## src/rtl/ref_timer_pkg.sv

```systemverilog
package ref_timer_pkg;

    typedef enum logic [1:0] {
        ST_OFF  = 2'd0,
        ST_HOLD = 2'd1,
        ST_RUN  = 2'd2,
        ST_DONE = 2'd3
    } tmr_state_e;

    localparam logic [4:0] OFS_MODE  = 5'h00;
    localparam logic [4:0] OFS_REFV  = 5'h04;
    localparam logic [4:0] OFS_CAPT  = 5'h08;
    localparam logic [4:0] OFS_COUNT = 5'h0C;
    localparam logic [4:0] OFS_EVENT = 5'h11;

    localparam int MB_EN   = 0;
    localparam int MB_SRCL = 1;
    localparam int MB_SRCH = 2;
    localparam int MB_WRAP = 3;
    localparam int MB_IEN  = 4;
    localparam int MB_DIVL = 8;

    function automatic logic src_usable(input logic [1:0] code);
        return (code == 2'd1) || (code == 2'd2);
    endfunction

endpackage

```

## src/rtl/ref_timer_prescaler.sv

```systemverilog
module ref_timer_prescaler #(
    parameter int PRE_W = 8,
    parameter int SUB_W = 4
) (
    input  logic             clk,
    input  logic             rst_n,
    input  logic             clr,
    input  logic             run,
    input  logic             sel_slow,
    input  logic [PRE_W-1:0] divisor,
    output logic             tick
);
    logic             base_stb;
    logic [PRE_W-1:0] pre_q;
    logic             pre_last;

    generate
        if (SUB_W > 0) begin : g_slow
            logic [SUB_W-1:0] sub_q;
            always_ff @(posedge clk or negedge rst_n) begin
                if (!rst_n) begin
                    sub_q <= '0;
                end else if (clr) begin
                    sub_q <= '0;
                end else if (run && sel_slow) begin
                    sub_q <= sub_q + 1'b1;
                end
            end
            assign base_stb = sel_slow ? (&sub_q) : 1'b1;
        end else begin : g_fast
            assign base_stb = 1'b1;
        end
    endgenerate

    assign pre_last = (pre_q == divisor);
    assign tick     = run && base_stb && pre_last;

    always_ff @(posedge clk or negedge rst_n) begin
        if (!rst_n) begin
            pre_q <= '0;
        end else if (clr) begin
            pre_q <= '0;
        end else if (run && base_stb) begin
            pre_q <= pre_last ? '0 : pre_q + 1'b1;
        end
    end

    // the divide phase never passes the programmed divisor while running
    p_phase_bound_r3: assert property (@(posedge clk) disable iff (!rst_n)
        run |-> (pre_q <= divisor));

endmodule

```

## src/rtl/ref_timer_count_fsm.sv

```systemverilog
module ref_timer_count_fsm
    import ref_timer_pkg::*;
#(
    parameter int CNT_W = 16
) (
    input  logic             clk,
    input  logic             rst_n,
    input  logic             restart,
    input  logic             load,
    input  logic [CNT_W-1:0] load_val,
    input  logic             start_en,
    input  logic             start_usable,
    input  logic             wrap_on_ref,
    input  logic [CNT_W-1:0] ref_val,
    input  logic             tick,
    output logic [CNT_W-1:0] count,
    output logic             running,
    output logic             match
);
    tmr_state_e       state_q, state_d;
    logic [CNT_W-1:0] cnt_q, cnt_d;
    logic             reseed;
    logic             hit;
    tmr_state_e       seed_state;

    assign reseed = restart || load;
    assign hit    = (state_q == ST_RUN) && tick && (cnt_q == ref_val) && !reseed;

    always_comb begin
        if (!start_en)          seed_state = ST_OFF;
        else if (!start_usable) seed_state = ST_HOLD;
        else                    seed_state = ST_RUN;
    end

    always_comb begin
        state_d = state_q;
        if (reseed) begin
            state_d = seed_state;
        end else begin
            unique case (state_q)
                ST_OFF:  state_d = ST_OFF;
                ST_HOLD: state_d = ST_HOLD;
                ST_RUN:  state_d = (hit && !wrap_on_ref) ? ST_DONE : ST_RUN;
                ST_DONE: state_d = ST_DONE;
            endcase
        end
    end

    always_comb begin
        cnt_d = cnt_q;
        if (restart) begin
            cnt_d = '0;
        end else if (load) begin
            cnt_d = load_val;
        end else if (state_q == ST_RUN && tick) begin
            if (hit) cnt_d = wrap_on_ref ? '0 : cnt_q;
            else     cnt_d = cnt_q + 1'b1;
        end
    end

    always_ff @(posedge clk or negedge rst_n) begin
        if (!rst_n) begin
            state_q <= ST_OFF;
            cnt_q   <= '0;
        end else begin
            state_q <= state_d;
            cnt_q   <= cnt_d;
        end
    end

    always_comb begin
        running = (state_q == ST_RUN);
        match   = hit;
        count   = cnt_q;
    end

    // outside RUN, with no write, the count is frozen
    p_frozen_r2: assert property (@(posedge clk) disable iff (!rst_n)
        (state_q != ST_RUN && !reseed) |=> $stable(cnt_q));

    // a mode or reference write leaves the count at zero
    p_restart_zero_r9: assert property (@(posedge clk) disable iff (!rst_n)
        restart |=> (cnt_q == '0));

    // DONE holds the count at the reference
    p_done_holds_r5: assert property (@(posedge clk) disable iff (!rst_n)
        (hit && !wrap_on_ref) |=> (cnt_q == $past(ref_val)));

endmodule

```

## src/rtl/ref_timer_event.sv

```systemverilog
module ref_timer_event (
    input  logic       clk,
    input  logic       rst_n,
    input  logic       match,
    input  logic       clr_ref,
    input  logic       irq_en,
    output logic [1:0] flags,
    output logic       irq
);
    logic ref_flag_q;
    logic irq_q;

    always_ff @(posedge clk or negedge rst_n) begin
        if (!rst_n) begin
            ref_flag_q <= 1'b0;
        end else if (match) begin
            ref_flag_q <= 1'b1;
        end else if (clr_ref) begin
            ref_flag_q <= 1'b0;
        end
    end

    always_ff @(posedge clk or negedge rst_n) begin
        if (!rst_n) irq_q <= 1'b0;
        else        irq_q <= irq_en && ref_flag_q;
    end

    assign flags = {ref_flag_q, 1'b0};
    assign irq   = irq_q;

    // a match always leaves the reference flag set
    p_match_sets_r4: assert property (@(posedge clk) disable iff (!rst_n)
        match |=> ref_flag_q);

    // the flag only drops when software clears it
    p_clear_by_write_r6: assert property (@(posedge clk) disable iff (!rst_n)
        $fell(ref_flag_q) |-> $past(clr_ref));

endmodule

```

## src/rtl/ref_timer.sv

```systemverilog
module ref_timer
    import ref_timer_pkg::*;
#(
    parameter int CNT_W = 16,
    parameter int PRE_W = 8,
    parameter int SUB_W = 4
) (
    input  logic             clk,
    input  logic             rst_n,
    input  logic             wr_en,
    input  logic [4:0]       addr,
    input  logic [CNT_W-1:0] wdata,
    output logic [CNT_W-1:0] rdata,
    output logic             irq
);
    localparam int DIV_H = MB_DIVL + PRE_W - 1;

    logic [CNT_W-1:0] mode_q, refv_q, capt_q;
    logic             wr_mode, wr_refv, wr_capt, wr_count, wr_event;
    logic             restart, start_en, start_usable;
    logic             tick, running, match, disarm;
    logic [CNT_W-1:0] count;
    logic [1:0]       flags;

    assign wr_mode  = wr_en && (addr == OFS_MODE);
    assign wr_refv  = wr_en && (addr == OFS_REFV);
    assign wr_capt  = wr_en && (addr == OFS_CAPT);
    assign wr_count = wr_en && (addr == OFS_COUNT);
    assign wr_event = wr_en && (addr == OFS_EVENT);

    assign restart = wr_mode || wr_refv;
    assign disarm  = wr_mode && mode_q[MB_EN] && !wdata[MB_EN];

    always_comb begin
        if (wr_mode) begin
            start_en     = wdata[MB_EN];
            start_usable = src_usable(wdata[MB_SRCH:MB_SRCL]);
        end else begin
            start_en     = mode_q[MB_EN];
            start_usable = src_usable(mode_q[MB_SRCH:MB_SRCL]);
        end
    end

    always_ff @(posedge clk or negedge rst_n) begin
        if (!rst_n) begin
            mode_q <= '0;
            refv_q <= '0;
            capt_q <= '0;
        end else begin
            if (wr_mode) mode_q <= wdata;
            if (disarm)       refv_q <= '0;
            else if (wr_refv) refv_q <= wdata;
            if (wr_capt) capt_q <= wdata;
        end
    end

    ref_timer_prescaler #(.PRE_W(PRE_W), .SUB_W(SUB_W)) u_pre (
        .clk      (clk),
        .rst_n    (rst_n),
        .clr      (restart || wr_count),
        .run      (running),
        .sel_slow (mode_q[MB_SRCH:MB_SRCL] == 2'd2),
        .divisor  (mode_q[DIV_H:MB_DIVL]),
        .tick     (tick)
    );

    ref_timer_count_fsm #(.CNT_W(CNT_W)) u_fsm (
        .clk          (clk),
        .rst_n        (rst_n),
        .restart      (restart),
        .load         (wr_count),
        .load_val     (wdata),
        .start_en     (start_en),
        .start_usable (start_usable),
        .wrap_on_ref  (mode_q[MB_WRAP]),
        .ref_val      (refv_q),
        .tick         (tick),
        .count        (count),
        .running      (running),
        .match        (match)
    );

    ref_timer_event u_evt (
        .clk     (clk),
        .rst_n   (rst_n),
        .match   (match),
        .clr_ref (wr_event && wdata[1]),
        .irq_en  (mode_q[MB_IEN]),
        .flags   (flags),
        .irq     (irq)
    );

    always_comb begin
        rdata = '0;
        unique case (addr)
            OFS_MODE:  rdata = mode_q;
            OFS_REFV:  rdata = refv_q;
            OFS_CAPT:  rdata = capt_q;
            OFS_COUNT: rdata = count;
            OFS_EVENT: rdata = {{(CNT_W-2){1'b0}}, flags};
            default:   rdata = '0;
        endcase
    end

    // disabling a running timer wipes the reference
    p_disarm_clears_r8: assert property (@(posedge clk) disable iff (!rst_n)
        disarm |=> (refv_q == '0));

    // the interrupt needs the enable bit one cycle earlier
    p_irq_needs_en_r7: assert property (@(posedge clk) disable iff (!rst_n)
        irq |-> $past(mode_q[MB_IEN]));

    // nothing counts while the enable bit is clear
    p_no_tick_disabled_r2: assert property (@(posedge clk) disable iff (!rst_n)
        !mode_q[MB_EN] |-> !tick);

endmodule

```

## config.mk

```make
export PLATFORM = sky130hd
export DESIGN_NAME = ref_timer
export DESIGN_NICKNAME = d
export VERILOG_FILES = /design/src/rtl/ref_timer_pkg.sv /design/src/rtl/ref_timer_prescaler.sv /design/src/rtl/ref_timer_count_fsm.sv /design/src/rtl/ref_timer_event.sv /design/src/rtl/ref_timer.sv
export SDC_FILE = /design/constraint.sdc
export NUM_CORES = 1
export LEC_CHECK = 0
export ABC_AREA = 1
export BUFFER_PORTS_ARGS = -buffer_cell sky130_fd_sc_hd__buf_2
export CORE_MARGIN = 8
export CORE_UTILIZATION = 55
export DETAILED_ROUTE_END_ITERATION = 8
export PLACE_DENSITY = 0.86
export SETUP_SLACK_MARGIN = 0.1
export SKIP_CTS_REPAIR_TIMING = 1
export SLEW_MARGIN = 15
export SYNTH_ARGS = -nofsm -noshare
export SYNTH_HDL_FRONTEND = slang
export SYNTH_SLANG_ARGS = --single-unit
```

## constraint.sdc

```tcl
create_clock -name clk -period 2.1 [get_ports clk]
set_clock_uncertainty 0.05 [all_clocks]
set_input_delay 0.42 -clock clk [delete_from_list [all_inputs] [get_ports clk]]
set_output_delay 0.42 -clock clk [all_outputs]
set_load 0.05 [all_outputs]
```

# Yosys cells after proc, flatten, opt, wreduce, memory -nomap -nowiden
# Cells that the tools add are included.
# W data, S select, Z words.
dict set report classes {
  shift 0
  add_sub_neg 3
  div_mod_pow 0
  reduce_logical 32
  order_cmp 0
  mux 23
  n_eq_ne 14
  mul 0
  bitwise_logic 0
}
# cell n
set ops {}
lappend ops {{$mux W16} 7}
lappend ops {{$pmux W16 S5} 1}
lappend ops {{$mux W8} 3}
lappend ops {{$add A16 B1 Y16 const B} 1}
lappend ops {{$eq A16 B16 Y1} 1}
lappend ops {{$logic_and A1 B1 Y1} 16}
lappend ops {{$eq A5 B4 Y1 const B} 2}
lappend ops {{$add A8 B1 Y8 const B} 1}
lappend ops {{$eq A2 B2 Y1 const B} 4}
lappend ops {{$eq A8 B8 Y1} 1}
lappend ops {{$mux W4} 2}
lappend ops {{$pmux W2 S4} 1}
lappend ops {{$reduce_bool A2 Y1} 4}
lappend ops {{$eq A2 B1 Y1 const B} 3}
lappend ops {{$mux W1} 6}
lappend ops {{$mux W2} 3}
lappend ops {{$eq A5 B3 Y1 const B} 1}
lappend ops {{$eq A5 B5 Y1 const B} 1}
lappend ops {{$logic_not A5 Y1} 1}
lappend ops {{$add A4 B1 Y4 const B} 1}
lappend ops {{$logic_or A1 B1 Y1} 4}
lappend ops {{$ne A4 B2 Y1 const B} 1}
lappend ops {{$reduce_and A4 Y1} 1}
lappend ops {{$logic_not A1 Y1} 3}
lappend ops {{3 further kinds} 3}
dict set report word_totals {
  latch_bits 0
  romBits 0
  ram_bits 0
  memories 0
  output_inout_bits 17
  ff_bits 80
  wordCells 81
}

# Logic depth before layout (Yosys ltp)
# Gate-level depths: netlist (run 1).
dict set report depth {
  ltp_word 11
  depth_mapped 14
  ltp_nobuf 13
}

# By module
# A second synthesis (run 1) with hierarchy kept.
dict set report unflattened {
  cells_unflattened 781
  area_unflattened_um2 5208.7
}
# module cells_each instances seq_area_each_um2 area_per_inst_um2
set modules_own_cells {}
lappend modules_own_cells {ref_timer 336 1 1201.2 2526.2}
lappend modules_own_cells {ref_timer_count_fsm 309 1 450.4 1736.7}
lappend modules_own_cells {ref_timer_prescaler 125 1 300.3 854.6}
lappend modules_own_cells {ref_timer_event 11 1 50.0 91.3}

# Worst setup path after synthesis (run 1)
# No wires, ideal clock.
dict set report synth_path {
  kind {input-to-output}
  startpoint {input port addr[4]}
  endpoint {output port rdata[12]}
  arrival_time_ns 2.257
  n_path_buf 1
  setup_slack_ns -0.627
  required_time_ns 1.630
  cell_stages 6
  cell_sequence {inv_1 nand2_2 nor3_4 inv_2 clkbuf_1 o21ai_0}
}
dict set report synth_via {
  elab_chain_cells 2
}
# element line_no
set synth_lines {}
lappend synth_lines {{from (decl)} ref_timer.sv:11} ;# input logic [4:0] addr,
lappend synth_lines {{$eq A5 B5 Y1, or another cell as far along} ref_timer.sv:95} ;# unique case (addr)
lappend synth_lines {{$pmux W16 S5 (*)} ref_timer.sv:95}
lappend synth_lines {{to (decl)} ref_timer.sv:13} ;# output logic [CNT_W-1:0] rdata,
# Mark *: on every way between the ends. The rest lies on a longest branch, timed or not.

# Final worst setup path (run 1)
dict set report layout_path {
  startpoint {input port addr[4]}
  endpoint {output port rdata[13]}
}
# The elaborated chain is that of the path after synthesis.

==> qor.yml, run 1 <==
route:
  routed_wirelength_microns: 15800
  drc_errors: 0
  ant_nets: 0
  drt_iter0_markers: 610
  viasPerCell: 6.00
  dr.pass1.iters: 8
  num_vias: 4921
  wire_per_inst_microns: 19.2
min_path:
  hp-class: "primary input to flip-flop"
  hold_end: "mode_q[4]"
  holdCritStartpoint: "wdata[4]"
  hold_depth: 3
synth:
  synth_top_area_share_pct: 42.4
  synth_top_cell_by_area: "dfrtp_1"
  synth-edff-count: 0
  yosys-top-cells-count: "200 x nand2_1, 80 x dfrtp_1, 80 x inv_1"
  synth_cells: 630
  ys_async_sr_fraction_pct: 100
  synth.distinct_cells: 37
  syn_nets: 658
  synthAdderAreaFrac_pct: 1.06
  yosys.area_share.simple_pct: 29.7
  yosysMostFrequentCell: "nand2_1"
  ys_ff_latch: 80
  yosys_warnings: 0
  synth_compound_area_share_pct: 11.0
  synth_area_leaders: "dfrtp_1 42%, nand2_1 16%, inv_1 6.4%"
  synth-main-ff-cell: "dfrtp_1"
  yosysSeqAreaShare_pct: 42.4
  syn_area_sq_um: 4720
  synthXorXnorAreaFrac_pct: 6.50
  synth_top_family_by_area: "simple AND/OR/NAND/NOR gates"
  postSynthAreaPerCell_sq_um: 7.49
  synth_mux_area_share_pct: 0
worst_setup_path:
  worstPathRequired_ns: 1.63
  worstPathArrival_ns: 1.73
  start_kind: "primary input"
  r2r_start: "u_pre.pre_q[6]"
  worst_r2r_path_depth: 12
  regToRegSetupSlack_ns: 0.04
  r2r_end: "u_fsm.count[13]"
  path_max_fanout: 4
  worst-setup-path-type: "primary input to output pin"
  endpoint_kind: "output pin"
timing:
  slew_headroom_pct: 62.3
  finalSetupTns_ns: -0.469
  fin_crit_sh_pct: 105
  rsz0062_at_grt: "true"
  finalSetupViolCount: 13
  min_period_ns: 2.20
  report.final.slew_viol_count: 0
  fmax_mhz: 454
  worst_slew_pin_slew_ns: 0.560
  fin_ws_ns: -0.102
  finalHoldViolCount: 0
floorplan:
  fp.dieH_microns: 109
  io_pins: 41
  core_sq_um: 8260
  die_width_microns: 109
  die_area_sq_um: 11800
  placementRows: 33
  initial_core_util_pct: 57.1
grt:
  grt_overflow: 0
  grt_pass1_vias: 4729
  grt_max_degree: 45
  track_usage_pct: 24.3
  antenna_found_initial: 0
  grt_pass1_wl_microns: 22800
place:
  postPlaceCellArea_sq_um: 5510
  pre_cts_ws_ns: -0.174
  place.gp.congestion: 0.903
  port_buffers: 40
  hpwl_microns: 9850
run_status:
  violations: "negative setup slack"
  status: "complete, but fails checks"
pwr:
  irDropWorstVdd_uv: 486
  power_density_nw_per_um2: 712
  cellLeakagePower_nw: 3.09
finish:
  n_fill_cell: 521
  nNetsFinal: 738
  stdcell_area_sq_um: 6150
  area.growth.synth_to_final_pct: 30.3
  antennaDiodeCount: 0
  drive_gt1_share_pct: 25.5
clock_tree:
  clk_pin_slew_ns: 0.09
  worstSkewPairLatency_ns: 0.36
  cts_buffer_depth: 2
  ctsRootBufferMaster: "clkbuf_8"
  numClockSinks: 80
  numCtsBuffers: 9
  htree_levels: 3
  cts_tree: "built"
flow_run:
  drv_cap: 0
registers in the layout, summed over array words and instances (netlist names), 4 cells and up, named ones only:
signal and count:
capt_q 16, mode_q 16, refv_q 16, u_fsm.count 16, u_pre.pre_q 8, u_pre.g_slow.sub_q 4
per-stage QoR:
step / power [mW] / hold slack [ns] / std cells / util, %
2_1_floorplan: 2.64 / 0.0744 / 630 / -
3_3_place_gp: 2.91 / 0.199 / 794 / 66.7
3_5_place_dp: 2.96 / 0.199 / 794 / 66.7
4_1_cts: 4.15 / -0.175 / 810 / 69.2
5_1_grt: 4.55 / 0.346 / 820 / 74.4
6_report: 4.37 / 0.313 / 820 / 74.4
final cells by class:
cell class / count / area [sq um] / area share, %
Multi-Input combinational cell: 441 / 2610 / 42.5
Sequential cell: 80 / 2010 / 32.6
Timing Repair Buffer: 90 / 847 / 13.8
Inverter: 88 / 342 / 5.56
Clock buffer: 11 / 151 / 2.46
Tap cell: 105 / 131 / 2.14
Clock inverter: 5 / 55.1 / 0.896
metal layers:
| layer | GRT usage, % | part of all wire [%] | vias to the layer above |
|---|---|---|---|
| met5 | 0 | 0 | - |
| met4 | 11.9 | 5.8 | 0 |
| met3 | 4.66 | 8.8 | 99 |
| met2 | 41.2 | 48 | 336 |
| met1 | 29.0 | 37 | 2340 |
| li1 | - | - | 2146 |
cell usage in the layout, fill, tap and decap left out, types with 4 or more instances in the layout:
master     synthesis  layout
buf_6              0      27
xnor2_1           20      20
nand2_4            2       4
clkbuf_8           0      11
buf_12             0       6
o21ai_0           47      40
o2111ai_4          1       7
buf_2              6      20
nand4_1            6       6
nand2_1          200     191
inv_1             80      79
nor2_4             4       5
nor3_1            13      11
nor2_1            41      36
o21ai_4            0       5
nand3_1           28      28
dfrtp_1           80      77
nor2_2             0       4
nand2_2           13      20
a21oi_1           18      17
ha_1               4       4
xor2_1            15      15
a221oi_4           0       4
inv_2              6       5
buf_4              2      33
report_power, final:
part           switching [mW]  leakage [nW]  internal [mW]
clock network           0.608         0.101          0.611
registers               0.287          1.05           1.78
logic                   0.661          1.93          0.425
kinds of logic (layout without fill, tap and decap cells):
family                   Yosys count  after routing
adder cells (fa/ha/maj)            4              4
AO/OA/AOI/OAI                     86             86
XOR/XNOR                          35             35
buffers and inverters            109            194
flip-flops                        80             80
AND/OR/NAND/NOR                  316            316
worst max-delay path by stage:
stage | startpoint | end | slack, ns | cells past startpoint
finish | addr[4] | rdata[13] | -0.10 | 9
global placement | addr[0] | rdata[7] | -0.12 | 7
detailed placement | addr[2] | rdata[7] | -0.17 | 7
floorplan | addr[0] | rdata[2] | -0.03 | 6
CTS | addr[2] | rdata[7] | -0.20 | 7
global route | u_pre.pre_q[6] | u_fsm.count[2] | -0.13 | 12
worst max-delay path: stages:
cell and delay [ns]:
buf_6 0.07, clkinvlp_4 0.12, nand2_4 0.14, nor3_4 0.05
buf_6 0.13, clkbuf_16 0.15, a221oi_2 0.38, o21ai_4 0.09
buf_6 0.16
No activity file was read; power rests on OpenSTA's default activity.
==> run 2, diff against run 1 <==
--- a/config.mk
+++ b/config.mk
@@ -7,12 +7,12 @@
 export LEC_CHECK = 0
 export ABC_AREA = 1
 export BUFFER_PORTS_ARGS = -buffer_cell sky130_fd_sc_hd__buf_2
+export CORE_ASPECT_RATIO = 0.8
 export CORE_MARGIN = 8
 export CORE_UTILIZATION = 55
 export DETAILED_ROUTE_END_ITERATION = 8
 export PLACE_DENSITY = 0.86
 export SETUP_SLACK_MARGIN = 0.1
-export SKIP_CTS_REPAIR_TIMING = 1
 export SLEW_MARGIN = 15
 export SYNTH_ARGS = -nofsm -noshare
 export SYNTH_HDL_FRONTEND = slang
==> run 2 against run 1 <==
Net effect:
- the flow still finishes with violations (negative setup slack)
- register-to-register slack better by 0.09 ns
- flip-flop and latch count unchanged
- sequential share of layout area down 0.90 points
- sequential power about the same
- largest power group unchanged
==> qor.yml, run 2 (same netlist as run 1, synthesis figures left out) <==
place:
  hpwl_microns: 9680
  port_buffers: 40
  pre_cts_ws_ns: -0.218
  place.gp.congestion: 0.899
pwr:
  p_comb_share_pct: 25.4
  cellLeakagePower_nw: 3.20
  finalPower_mw: 4.34
  p_sw_mw: 1.49
  power_density_nw_per_um2: 687
  p_sw_share_pct: 34.4
  p_int_mw: 2.85
  p_clk_share_pct: 27.5
  irDropWorstVdd_uv: 646
  seq_power_share_pct: 47.1
flow_run:
  drv_cap: 0
grt:
  grt_overflow: 0
  antenna_found_initial: 0
  grt_max_degree: 81
  grt_pass1_vias: 4712
  grt_pass1_wl_microns: 22400
  track_usage_pct: 23.3
timing:
  fin_crit_sh_pct: 101
  fmax_mhz: 473
  finalSetupViolCount: 2
  fin_ws_ns: -0.0162
  rsz0062_at_grt: "true"
  finalHoldViolCount: 0
  worst_slew_pin_slew_ns: 0.451
  finalSetupTns_ns: -0.0285
  min_period_ns: 2.12
  slew_headroom_pct: 69.6
  report.final.slew_viol_count: 0
floorplan:
  die_width_microns: 120
  core_sq_um: 8410
  placementRows: 30
  die_area_sq_um: 11800
  fp.dieH_microns: 98.8
  io_pins: 41
  initial_core_util_pct: 56.1
worst_setup_path:
  path_buf_inv: 4
  worst_r2r_path_depth: 14
  start_kind: "primary input"
  path_depth: 9
  path_max_fanout: 3
  max_stage_delay_ns: 0.22
  endpoint_kind: "output pin"
  worstPathArrival_ns: 1.65
  critPathTopFamily: "simple AND/OR/NAND/NOR gates"
  worst-setup-path-type: "primary input to output pin"
  crit_slowest_cell: "nor3_4"
  critPathCapture: "rdata[5]"
  worstPathRequired_ns: 1.63
  critPathMostFrequentCell: "buf_6"
  regToRegSetupSlack_ns: 0.13
  crit_start: "addr[0]"
  r2r_start: "u_pre.pre_q[5]"
  r2r_end: "u_fsm.count[7]"
  path_cells: "buf_6 > nor2_4 > nand2_4 > nor3_4 > buf_4 > buf_6 > nand2_2 > nand4_1 > buf_6"
clock_tree:
  numCtsBuffers: 9
  clk_pin_slew_ns: 0.09
  htree_levels: 3
  numClockSinks: 80
  ctsRootBufferMaster: "clkbuf_8"
  cts_tree: "built"
  worstSkewPairLatency_ns: 0.37
  postCtsHoldBufs: 0
  cts_buffer_depth: 2
min_path:
  hp-class: "primary input to async pin"
route:
  ant_nets: 0
  wire_per_inst_microns: 16.9
  drt_iter0_markers: 449
  viasPerCell: 5.63
  num_vias: 4714
  drc_errors: 0
  dr.pass1.iters: 5
  routed_wirelength_microns: 14200
finish:
  final_common_cell: "nand2_1"
  area.growth.synth_to_final_pct: 34.0
  nNetsFinal: 748
  antennaDiodeCount: 0
  drive_gt1_share_pct: 29.5
  final_cell_mix: "180 x nand2_1, 77 x dfrtp_1, 72 x inv_1"
run_status:
  status: "complete, but fails checks"
  violations: "negative setup slack"
## run 2: power groups by stage
| stage | clock network [mW] | registers [mW] | logic [mW] |
|---|---|---|---|
| floorplan | 0 | 1.97 | 0.669 |
| global placement | 0 | 2.02 | 0.883 |
| detailed placement | 0 | 2.03 | 0.932 |
| CTS | 1.20 | 2.01 | 0.973 |
| global route | 1.26 | 2.07 | 1.22 |
| finish | 1.19 | 2.04 | 1.10 |
## run 2: how the worst min path moves through the flow
stage / from / end / slack [ns] / cells past startpoint
global route: rst_n / mode_q[12] / 0.06 / 2
floorplan: rst_n / async pin / 0.07 / 0
detailed placement: capt_q[2] / capt_q[2] / 0.42 / 2
finish: rst_n / mode_q[12] / 0.002 / 2
CTS: rst_n / mode_q[12] / 0.04 / 2
global placement: capt_q[1] / capt_q[1] / 0.42 / 2
## run 2: metrics by stage
step / util, % / hold slack, ns / area, sq um / instances
6_report: 75.2 / 0.00180 / 6320 / 837
5_1_grt: 75.2 / 0.0573 / 6320 / 837
4_1_cts: 71.7 / 0.0424 / 6030 / 827
3_5_place_dp: 66.1 / 0.423 / 5560 / 805
3_3_place_gp: 66.1 / 0.415 / 5560 / 805
2_1_floorplan: - / 0.0744 / 4920 / 630
## run 2: timing repair
| action | in CTS | in global routing |
|---|---|---|
| pin swaps | 6 | 18 |
| gates resized for setup | 61 | 54 |
| cloned | 1 | 2 |
| endpoints found under the hold margin | 0 | 0 |
| setup endpoints to repair | 16 | 32 |
| buffers inserted | 5 | 8 |
## run 2: area by class of cell
| type | count | area (sq um) |
|---|---|---|
| clock buffer | 11 | 151 |
| inverter | 88 | 354 |
| tap | 112 | 140 |
| multi-input combinational | 441 | 2690 |
| timing repair buffer | 99 | 917 |
| clock inverter | 5 | 55.1 |
| timing repair inverter | 1 | 11.3 |
| sequential | 80 | 2010 |
| fill | 546 | 2090 |
## run 2: worst reg2reg max path, delay by kind of cell (launching register included)
kind	cells	cell delay (ns)
simple gates	11	0.96
buf+inv	3	0.42
flops	1	0.44
## run 2: per-layer routing
metal / GRT usage, % / wire length (microns) / part of all wire, %
met1: 28.3 / 5570 / 39
met4: 9.10 / 467 / 3.3
met3: 5.60 / 1170 / 8.2
met5: 0 / 0 / 0
met2: 39.1 / 6960 / 49
